**src/rtl/cla_pkg.sv**
```systemverilog
package cla_pkg;
   // Pair of group lookahead signals passed from one level to the next
   typedef struct packed {
      logic prop;
      logic gen;
   } grp_sig_t;

   localparam int unsigned DEF_WIDTH = 16;
   localparam int unsigned DEF_GROUP = 4;
endpackage

```
**src/rtl/cla_bit_cell.sv**
```systemverilog
module cla_bit_cell (
   input  logic a_i,
   input  logic b_i,
   input  logic c_i,
   output logic s_o,
   output logic p_o,
   output logic g_o
);
   assign g_o = a_i & b_i;
   assign p_o = a_i ^ b_i;
   assign s_o = p_o ^ c_i;

   always_comb begin
      AST_PG_EXCLUSIVE: assert (!(p_o && g_o)) else $error("propagate and generate both high");
      AST_SUM_FROM_CARRY: assert (s_o == ((a_i | b_i) & ~(a_i & b_i)) ^ c_i) else $error("sum bit mismatch");
   end
endmodule

```
**src/rtl/cla_lookahead_unit.sv**
```systemverilog
module cla_lookahead_unit #(
   parameter int unsigned N = 4
) (
   input  logic [N-1:0] p_i,
   input  logic [N-1:0] g_i,
   input  logic         c_i,
   output logic [N:1]   carry_o,
   output logic         grp_p_o,
   output logic         grp_g_o
);
   if (N < 2 || N > 8) begin : g_bad_n
      $error("cla_lookahead_unit: N must be between 2 and 8");
   end

   // Each carry is a flat OR of product terms; no carry feeds another
   always_comb begin
      for (int k = 1; k <= N; k++) begin
         logic acc;
         logic prod;
         acc = 1'b0;
         for (int j = 0; j < k; j++) begin
            prod = g_i[j];
            for (int m = j + 1; m < k; m++) prod = prod & p_i[m];
            acc = acc | prod;
         end
         prod = c_i;
         for (int m = 0; m < k; m++) prod = prod & p_i[m];
         carry_o[k] = acc | prod;
      end
   end

   always_comb begin
      logic acc;
      logic prod;
      acc = 1'b0;
      for (int j = 0; j < N; j++) begin
         prod = g_i[j];
         for (int m = j + 1; m < N; m++) prod = prod & p_i[m];
         acc = acc | prod;
      end
      grp_g_o = acc;
      grp_p_o = &p_i;
   end

   // Flat form must agree with the one-step recursion
   always_comb begin
      AST_FIRST_CARRY: assert (carry_o[1] == (g_i[0] | (p_i[0] & c_i))) else $error("c1 mismatch");
      for (int k = 1; k < N; k++) begin
         AST_CARRY_RECURSION: assert (carry_o[k+1] == (g_i[k] | (p_i[k] & carry_o[k]))) else $error("carry recursion mismatch");
      end
      AST_GROUP_EXCLUSIVE: assert (!(grp_p_o && grp_g_o)) else $error("group p and g both high");
      AST_GROUP_GEN: assert (grp_g_o == (carry_o[N] & ~(c_i & grp_p_o)) || grp_g_o == carry_o[N]) else $error("group generate mismatch");
   end
endmodule

```
**src/rtl/cla_adder16.sv**
```systemverilog
module cla_adder16 #(
   parameter int unsigned WIDTH = cla_pkg::DEF_WIDTH,
   parameter int unsigned GROUP = cla_pkg::DEF_GROUP
) (
   input  logic [WIDTH-1:0] op_a,
   input  logic [WIDTH-1:0] op_b,
   input  logic             carry_in,
   output logic [WIDTH-1:0] sum_out,
   output logic             carry_out,
   output logic             grp_prop,
   output logic             grp_gen
);
   import cla_pkg::*;

   localparam int unsigned NGRP = WIDTH / GROUP;

   if (WIDTH != GROUP * GROUP) begin : g_bad_shape
      $error("cla_adder16: WIDTH must equal GROUP*GROUP for a two-level tree");
   end

   logic [WIDTH-1:0] bit_p;
   logic [WIDTH-1:0] bit_g;
   logic [WIDTH-1:0] bit_c;
   grp_sig_t [NGRP-1:0] grp_sig;
   logic [NGRP-1:0] grp_p_vec;
   logic [NGRP-1:0] grp_g_vec;
   logic [NGRP-1:0] nib_cin;
   logic [NGRP-1:0] nib_cout;
   logic [NGRP:1]   top_carry;

   for (genvar gi = 0; gi < NGRP; gi++) begin : g_nib
      logic [GROUP:1] loc_carry;
      logic lp;
      logic lg;

      if (gi == 0) begin : g_first
         assign nib_cin[gi] = carry_in;
      end else begin : g_rest
         assign nib_cin[gi] = top_carry[gi];
      end

      cla_lookahead_unit #(.N(GROUP)) i_la1 (
         .p_i     (bit_p[gi*GROUP +: GROUP]),
         .g_i     (bit_g[gi*GROUP +: GROUP]),
         .c_i     (nib_cin[gi]),
         .carry_o (loc_carry),
         .grp_p_o (lp),
         .grp_g_o (lg)
      );

      assign grp_sig[gi].prop = lp;
      assign grp_sig[gi].gen  = lg;
      assign nib_cout[gi]     = loc_carry[GROUP];

      for (genvar bi = 0; bi < GROUP; bi++) begin : g_bit
         if (bi == 0) begin : g_b0
            assign bit_c[gi*GROUP + bi] = nib_cin[gi];
         end else begin : g_bn
            assign bit_c[gi*GROUP + bi] = loc_carry[bi];
         end

         cla_bit_cell i_cell (
            .a_i (op_a[gi*GROUP + bi]),
            .b_i (op_b[gi*GROUP + bi]),
            .c_i (bit_c[gi*GROUP + bi]),
            .s_o (sum_out[gi*GROUP + bi]),
            .p_o (bit_p[gi*GROUP + bi]),
            .g_o (bit_g[gi*GROUP + bi])
         );
      end
   end

   for (genvar gi = 0; gi < NGRP; gi++) begin : g_unpack
      assign grp_p_vec[gi] = grp_sig[gi].prop;
      assign grp_g_vec[gi] = grp_sig[gi].gen;
   end

   cla_lookahead_unit #(.N(NGRP)) i_la2 (
      .p_i     (grp_p_vec),
      .g_i     (grp_g_vec),
      .c_i     (carry_in),
      .carry_o (top_carry),
      .grp_p_o (grp_prop),
      .grp_g_o (grp_gen)
   );

   assign carry_out = top_carry[NGRP];

   always_comb begin
      for (int k = 0; k < NGRP; k++) begin
         AST_NIBBLE_CARRY_AGREE: assert (nib_cout[k] == top_carry[k+1]) else $error("nibble carry disagrees with second level");
      end
      AST_FULL_SUM: assert ({carry_out, sum_out} == ({1'b0, op_a} + {1'b0, op_b} + {{WIDTH{1'b0}}, carry_in})) else $error("sum mismatch");
      AST_GRP_PROP: assert (grp_prop == &(op_a ^ op_b)) else $error("group propagate mismatch");
   end
endmodule

```
**config.mk**
```make
export PLATFORM = sky130hd
export DESIGN_NAME = cla_adder16
export DESIGN_NICKNAME = d
export VERILOG_FILES = /design/src/rtl/cla_pkg.sv /design/src/rtl/cla_bit_cell.sv /design/src/rtl/cla_lookahead_unit.sv /design/src/rtl/cla_adder16.sv
export SDC_FILE = /design/constraint.sdc
export NUM_CORES = 1
export LEC_CHECK = 0
export BUFFER_PORTS_ARGS = -buffer_cell sky130_fd_sc_hd__buf_4
export CORE_UTILIZATION = 41
export DETAILED_ROUTE_END_ITERATION = 7
export GPL_ROUTABILITY_DRIVEN = 0
export PLACE_DENSITY = 0.92
export SYNTH_ARGS = -nofsm -noshare
export SYNTH_HDL_FRONTEND = slang
export SYNTH_SLANG_ARGS = --single-unit
```
**constraint.sdc**
```tcl
create_clock -name vclk -period 2.7
set_input_delay 0.405 -clock vclk [all_inputs]
set_output_delay 0.405 -clock vclk [all_outputs]
set_load 0.05 [all_outputs]
```
==> results of run 1 <==
## Yosys cell counts, types with 2 or more instances
| cell type | count | area share |
|---|---|---|
| ha_1 | 20 | 0.30 |
| buf_4 | 16 | 0.15 |
| nor2_1 | 9 | 0.041 |
| o21a_1 | 8 | 0.073 |
| a21oi_1 | 7 | 0.043 |
| inv_1 | 5 | 0.023 |
| xnor2_1 | 5 | 0.053 |
| fa_1 | 4 | 0.097 |
| nand2_1 | 4 | 0.018 |
| nor3_1 | 4 | 0.024 |
| o21ai_1 | 4 | 0.024 |
| xor2_1 | 3 | 0.032 |
| a21o_1 | 2 | 0.018 |
| nand4_1 | 2 | 0.015 |
## final timing paths
kind	endpoint	slack, ns	depth (start not counted)
setup / recovery	sum_out[15]	-0.08	11
hold / removal	sum_out[4]	1.25	3
## layout make-up
| class | count | area share |
|---|---|---|
| Timing Repair Buffer | 71 | 0.3949 |
| Tap cell | 25 | 0.02180 |
| Inverter | 5 | 0.01308 |
| Multi-Input combinational cell | 80 | 0.5702 |
## kinds of logic after synthesis
logic type / Yosys count / share of synthesized area
compound gates: 26 / 0.2203
fa+ha+maj: 24 / 0.4012
simple gates: 22 / 0.1246
buf+inv: 21 / 0.1687
xor+xnor: 8 / 0.08511
## per-stage QoR
stage	worst slack, ns	util	total power, W	cell area, µm²
6_report	-0.07668	0.7965	0.0005603	1435
5_1_grt	-0.2052	0.7965	0.0005953	1435
4_1_cts	-0.06736	0.7646	0.0005301	1378
3_5_place_dp	-0.1684	0.6903	0.0005004	1244
3_3_place_gp	-0.09288	0.6903	0.0004891	1244
2_1_floorplan	0.009777	-	0.0003926	837.1
## repair_timing
item                                    4_1_cts  5_1_grt
hold buffers                                  0        0
endpoints found under the setup margin        7        9
cloned                                        0        0
setup buffers                                 4        5
gates resized for setup                      15       13
pin swaps                                    16       11
## worst max-delay path: stages
cell	delay, ns
buf_4	0.11
ha_1	0.36
a21oi_1	0.16
o21ai_1	0.11
o21bai_2	0.21
ha_2	0.18
o21a_1	0.17
o21a_1	0.20
nor2_2	0.13
xnor2_1	0.12
buf_4	0.22
## power breakdown
group	leakage [nW]	total (W)	switching, W	internal (W)
sequential	0	0	0	0
clock	0	0	0	0
combinational	0.688	0.000560	0.000333	0.000227
total	0.688	0.000560	0.000333	0.000227
## metal layers
layer  vias to the layer above  part of all wire  routed length [µm]
li1                        454                 -                   -
met1                       455              0.37                 967
met2                        44              0.53                1390
met3                        12             0.040                 105
met4                         0             0.052                 136
met5                         -                 0                   0
==> results.sh, run 1 <==
export IMPL_cp_required_ns=2.30
export IMPL_start_util=0.4569
export IMPL_p_per_area_nw_per_um2=390.4
export IMPL_yosys_warnings=0
export IMPL_rsz0062_at_grt="yes"
export IMPL_io_pins=52
export IMPL_dp_hpwl_mm=1.981
export IMPL_final_common_cell="buf_4"
export IMPL_final_layout_size_suffix_gt1_frac=0.6026
export IMPL_fillerInstances=117
export IMPL_slew_viol_final=0
export IMPL_outcome="finished with violations"
export IMPL_diodes=0
export IMPL_met2_usage=0.5083
export IMPL_drt_total_wl_mm=2.599
export IMPL_synth_cell_types=22
export IMPL_antenna_found_initial=0
export IMPL_syn2layout_area_growth_pct=74.32
export IMPL_cap_violations=0
export IMPL_die_width_um=46.81
export IMPL_final_net_count=215
export IMPL_max_freq_mhz=360.1
export IMPL_period_minus_slack_ns=2.777
export IMPL_seq_cell_count=0
export IMPL_mostFrequentLayoutCells="64 x buf_4, 11 x ha_1, 8 x o21a_1"
export IMPL_finalNonFillerCells=181
export IMPL_vias=965
export IMPL_synth_fp_nets=158
export IMPL_dr_pass1_iters=4
export IMPL_min_delay_start="op_b[4]"
export IMPL_syn_area_um2=823.3
export IMPL_whs_ns=1.250
export IMPL_cp_max_fo=4
export IMPL_postRouteAntennaNets=0
export IMPL_cellLeakagePower_nw=0.6876
export IMPL_place_inst=176
export IMPL_grt_max_degree=5
export IMPL_hold_violations=0
export IMPL_syn_inst=101
export IMPL_first_global_vias=994
export IMPL_violations="setup timing"
export IMPL_viasPerCell=5.331
export IMPL_route_detailed_drc=0
export IMPL_grt_overflow_total=0
export IMPL_seq_area_um2=0
export IMPL_slew_headroom=0.7923
export IMPL_multi_input_area_um2=818.3
export IMPL_dieArea_um2=2191
export IMPL_nClkBuffers=0
export IMPL_drtIter0Drc=10
export IMPL_grt_use_total=0.2409
export IMPL_cp_end_kind="primary output"
export IMPL_gr_usage_met1=0.2390
export IMPL_worst_setup_path_type="in2out"
export IMPL_hold_path_class="in2out"
export IMPL_setup_violations=2
export IMPL_cp_arrival_ns=2.37
export IMPL_ys_seq_area_frac=0
export IMPL_portBuffers=52
export IMPL_tns_ns=-0.1241
export IMPL_start_kind="primary input"
export IMPL_grt_busiest_layer="met2"
export IMPL_vdd_ir_drop_max_mv=0.2545
export IMPL_setup_slack_ns=-0.07668
export IMPL_grt_pass1_wl_mm=3.933
export IMPL_grtUsageMet3=0.01154
export IMPL_routedWlPerCell_um=14.36
export IMPL_die_h_um=46.81
export IMPL_timing_final_crit_share=1.028
export IMPL_row_count=15
export IMPL_core_region_area_um2=1802
export IMPL_syn_area_per_cell_um2=8.151
export IMPL_crit_start="op_a[11]"
export IMPL_tightest_slew_ns=0.3092
(Power assumes the default switching activity.)
==> run 2, diff against run 1 <==
--- a/config.mk
+++ b/config.mk
@@ -6,10 +6,10 @@
 export NUM_CORES = 1
 export LEC_CHECK = 0
 export BUFFER_PORTS_ARGS = -buffer_cell sky130_fd_sc_hd__buf_4
-export CORE_UTILIZATION = 41
+export CORE_UTILIZATION = 30
 export DETAILED_ROUTE_END_ITERATION = 7
 export GPL_ROUTABILITY_DRIVEN = 0
-export PLACE_DENSITY = 0.92
+export PLACE_DENSITY = 0.73
 export SYNTH_ARGS = -nofsm -noshare
 export SYNTH_HDL_FRONTEND = slang
 export SYNTH_SLANG_ARGS = --single-unit
==> results.sh, run 2 (same netlist as run 1, synthesis figures left out) <==
export IMPL_outcome="finished with violations"
export IMPL_violations="setup timing"
export IMPL_drtIter0Drc=6
export IMPL_setup_violations=2
export IMPL_cp_end_kind="primary output"
export IMPL_p_sw_frac=0.5863
export IMPL_crit_top_cell="o21a_1"
export IMPL_portBuffers=52
export IMPL_final_common_cell="buf_4"
export IMPL_start_kind="primary input"
export IMPL_vdd_ir_drop_max_mv=0.2463
export IMPL_dieArea_um2=2958
export IMPL_first_global_vias=947
export IMPL_route_detailed_drc=0
export IMPL_p_per_area_nw_per_um2=379.2
export IMPL_worst_setup_path_type="in2out"
export IMPL_postRouteAntennaNets=0
export IMPL_period_minus_slack_ns=2.739
export IMPL_detailedPlace_worstSlack_ns=-0.1734
export IMPL_slowest_delay_ns=0.24
export IMPL_cp_max_fo=3
export IMPL_cap_violations=0
export IMPL_tightest_slew_ns=0.2123
export IMPL_timing_final_crit_share=1.015
export IMPL_seq_area_um2=0
export IMPL_diodes=0
export IMPL_multi_input_area_um2=863.3
export IMPL_seq_cell_count=0
export IMPL_mostFrequentLayoutCells="60 x buf_4, 10 x buf_6, 9 x ha_4, 9 x ha_1, 8 x o21a_1"
export IMPL_place_inst=181
export IMPL_power_frac_clock=0
export IMPL_cp_arrival_ns=2.33
export IMPL_viasPerCell=4.823
export IMPL_fin_util=0.5885
export IMPL_syn2layout_area_growth_pct=81.92
export IMPL_cellLeakagePower_nw=0.6967
export IMPL_setup_slack_ns=-0.03923
export IMPL_io_pins=52
export IMPL_combPwrFrac=1.000
export IMPL_dp_hpwl_mm=1.886
export IMPL_die_h_um=54.39
export IMPL_final_layout_size_suffix_gt1_frac=0.6218
export IMPL_routedWlPerCell_um=12.73
export IMPL_seqPwrFrac=0
export IMPL_hold_path_class="in2out"
export IMPL_die_width_um=54.39
export IMPL_rsz0062_at_grt="yes"
export IMPL_p_int_w=0.0002350
export IMPL_nClkBuffers=0
export IMPL_grt_pass1_wl_mm=3.781
export IMPL_slew_headroom=0.8570
export IMPL_grt_max_degree=5
export IMPL_drt_total_wl_mm=2.367
export IMPL_crit_path_top_delay_cell="ha_4"
export IMPL_p_switching_w=0.0003330
export IMPL_antenna_found_initial=0
export IMPL_final_net_count=215
export IMPL_start_util=0.3235
export IMPL_hold_violations=0
export IMPL_vias=897
export IMPL_grt_use_total=0.1666
export IMPL_dr_pass1_iters=4
export IMPL_cp_required_ns=2.30
export IMPL_core_region_area_um2=2545
export IMPL_cp_cell_sequence="buf_6 > ha_4 > nand4_1 > o221ai_2 > a21oi_2 > o21bai_1 > ha_2 > o21a_1 > o21a_1 > nor2_1 > xnor2_1 > buf_4"
export IMPL_slew_viol_final=0
export IMPL_grt_overflow_total=0
export IMPL_max_freq_mhz=365.1
export IMPL_row_count=18
export IMPL_finalNonFillerCells=186
export IMPL_fillerInstances=219
## run 2: cell types whose count changed in the layout (fill, tap and decap cells not counted), moves of 2 or more
| cell | delta |
|---|---|
| ha_1 | -2 |
| a21oi_2 | +2 |
| buf_4 | -4 |
| a21oi_1 | -2 |
| buf_6 | +5 |
| ha_4 | +3 |
## run 2: per-stage QoR
| stage | hold slack, ns | power [W] | TNS (ns) | cell area [µm²] |
|---|---|---|---|---|
| after detailed placement | 1.252 | 0.0005005 | -0.4878 | 1250 |
| final | 1.255 | 0.0005679 | -0.05761 | 1498 |
| after CTS | 1.258 | 0.0005343 | -0.09376 | 1381 |
| after global placement | 1.243 | 0.0004896 | -0.1708 | 1250 |
| after floorplan | 1.130 | 0.0003926 | 0 | 837.1 |
| after global routing | 1.277 | 0.0006059 | -0.3295 | 1498 |
## run 2: worst max-delay path, delay by kind of cell
kind            cells  cell delay [ns]
compound gates      5             0.83
xor+xnor            1             0.12
simple gates        2             0.25
buf+inv             2             0.31
fa+ha+maj           2             0.42
## run 2: path summary, 6_finish.rpt
kind	startpoint	to	slack [ns]	depth (start not counted)
setup / recovery	op_a[1]	sum_out[15]	-0.04	12
hold / removal	op_b[8]	sum_out[8]	1.26	3
## run 2: cell type report
cell class,count,share of cell area
multi-input combinational,80,0.5764
timing repair buffer,71,0.3860
tap,30,0.02506
inverter,5,0.01253
## run 2: what timing repair did
item / 4_1_cts / 5_1_grt
hold buffers: 0 / 0
endpoints found under the setup margin: 7 / 8
gates resized for setup: 17 / 18
pin swaps: 23 / 17
setup buffers: 5 / 2
## run 2: metal layers
layer | vias to the layer above | global-route usage | part of all wire
li1 | 453 | - | -
met1 | 420 | 0.1827 | 0.38
met2 | 24 | 0.3557 | 0.58
met3 | 0 | 0.005556 | 0.041
met4 | 0 | 0.008547 | 0
met5 | - | 0 | 0
## run 2: power by group through the flow
stage	Sequential, W	Combinational, W	Clock [W]
2_1_floorplan	0	0.000393	0
3_3_place_gp	0	0.000490	0
3_5_place_dp	0	0.000501	0
4_1_cts	0	0.000534	0
5_1_grt	0	0.000606	0
6_report	0	0.000568	0
==> run 3, diff against run 2 <==
--- a/config.mk
+++ b/config.mk
@@ -6,10 +6,11 @@
 export NUM_CORES = 1
 export LEC_CHECK = 0
 export BUFFER_PORTS_ARGS = -buffer_cell sky130_fd_sc_hd__buf_4
+export CORE_ASPECT_RATIO = 1.4
 export CORE_UTILIZATION = 30
 export DETAILED_ROUTE_END_ITERATION = 7
 export GPL_ROUTABILITY_DRIVEN = 0
-export PLACE_DENSITY = 0.73
+export PLACE_DENSITY = 0.71
 export SYNTH_ARGS = -nofsm -noshare
 export SYNTH_HDL_FRONTEND = slang
 export SYNTH_SLANG_ARGS = --single-unit
==> constraint.sdc (replaced) <==
create_clock -name vclk -period 2.9
set_input_delay 0.435 -clock vclk [all_inputs]
set_output_delay 0.435 -clock vclk [all_outputs]
set_load 0.05 [all_outputs]
==> results.sh, run 3 (same netlist as run 1, synthesis figures left out) <==
export IMPL_start_kind="primary input"
export IMPL_syn2layout_area_growth_pct=65.35
export IMPL_seq_cell_count=0
export IMPL_drtIter0Drc=3
export IMPL_vdd_ir_drop_max_mv=0.1774
export IMPL_fillerInstances=255
export IMPL_portBuffers=52
export IMPL_postLayoutCellArea_um2=1361
export IMPL_timing_final_crit_share=0.9795
export IMPL_grt_pass1_wl_mm=3.243
export IMPL_hold_violations=0
export IMPL_tns_ns=0
export IMPL_slew_viol_final=0
export IMPL_mostFrequentLayoutCells="61 x buf_4, 13 x ha_1, 8 x o21a_1, 8 x nor2_1, 6 x ha_4"
export IMPL_first_global_vias=891
export IMPL_die_h_um=63.99
export IMPL_die_width_um=46.28
export IMPL_cp_end_kind="primary output"
export IMPL_cellLeakagePower_nw=0.6468
export IMPL_cp_max_fo=4
export IMPL_cp_arrival_ns=2.41
export IMPL_max_freq_mhz=352.0
export IMPL_final_common_cell="buf_4"
export IMPL_final_layout_size_suffix_gt1_frac=0.5503
export IMPL_viasPerCell=4.865
export IMPL_drt_total_wl_mm=2.123
export IMPL_routedWlPerCell_um=11.48
export IMPL_worst_setup_path_type="in2out"
export IMPL_setup_violations=0
export IMPL_slew_headroom=0.8204
export IMPL_start_util=0.3148
export IMPL_multi_input_area_um2=805.8
export IMPL_diodes=0
export IMPL_rsz0062_at_grt="yes"
export IMPL_placed_cell_area_um2=1205
export IMPL_period_minus_slack_ns=2.841
export IMPL_cp_required_ns=2.47
export IMPL_core_region_area_um2=2615
export IMPL_outcome="finished clean"
export IMPL_grt_use_total=0.1349
export IMPL_tightest_slew_ns=0.2676
export IMPL_hold_path_class="in2out"
export IMPL_detailedPlace_worstSlack_ns=-0.1228
export IMPL_row_count=22
export IMPL_cap_violations=0
export IMPL_nClkBuffers=0
export IMPL_dieArea_um2=2961
export IMPL_vias=900
export IMPL_final_net_count=208
export IMPL_antenna_found_initial=0
export IMPL_setup_slack_ns=0.05931
export IMPL_grt_max_degree=5
export IMPL_seq_area_um2=0
export IMPL_dp_hpwl_mm=1.767
export IMPL_p_per_area_nw_per_um2=357.6
export IMPL_postRouteAntennaNets=0
export IMPL_route_detailed_drc=0
export IMPL_io_pins=52
export IMPL_dr_pass1_iters=4
export IMPL_hold_buffers=0
export IMPL_grt_overflow_total=0
[run 3: cell count changes in the layout (fill, tap and decap cells not counted), sizes merged]
cell,delta
buf,-7
[run 3: where the power goes]
| part | total (W) | switching [W] | internal, W |
|---|---|---|---|
| clock | 0 | 0 | 0 |
| combinational | 0.000487 | 0.000295 | 0.000192 |
| sequential | 0 | 0 | 0 |
| total | 0.000487 | 0.000295 | 0.000192 |
[run 3: repair_timing]
item / 4_1_cts / 5_1_grt
endpoints found under the hold margin: 0 / 0
resized for setup: 5 / 14
endpoints found under the setup margin: 3 / 4
setup buffers: 1 / 3
pin swaps: 4 / 14
[run 3: final timing paths]
path	startpoint	end	slack, ns	cells after the start
setup / recovery	op_b[3]	sum_out[15]	0.06	12
hold / removal	op_b[8]	sum_out[8]	1.30	3
[run 3: layout make-up]
type,count,area share
Inverter,5,0.01379
Multi-Input combinational cell,80,0.5919
Tap cell,36,0.03309
Timing Repair Buffer,64,0.3612
[run 3: critical path: stages]
cell and delay [ns]:
buf_6 0.10, ha_4 0.25, a21oi_4 0.16, o221ai_2 0.13
a21oi_2 0.20, o21bai_1 0.12, ha_2 0.18, o21a_1 0.17
o21a_1 0.20, nor2_2 0.12, xnor2_1 0.12, buf_4 0.21
[run 3: metal layers]
layer	routed length (µm)	track usage	vias up
met2	1240	0.2676	37
li1	-	-	440
met5	0	0	-
met3	170	0.01977	2
met4	13	0.01838	0
met1	699	0.1402	421
[run 3: per-stage QoR]
stage | hold WS [ns] | total power (W) | std cells | utilization
4_1_cts | 1.305 | 0.0004622 | 182 | 0.4809
2_1_floorplan | 1.190 | 0.0003635 | 101 | -
3_3_place_gp | 1.300 | 0.0004441 | 181 | 0.4608
6_report | 1.301 | 0.0004868 | 185 | 0.5206
3_5_place_dp | 1.305 | 0.0004504 | 181 | 0.4608
5_1_grt | 1.325 | 0.0005171 | 185 | 0.5206
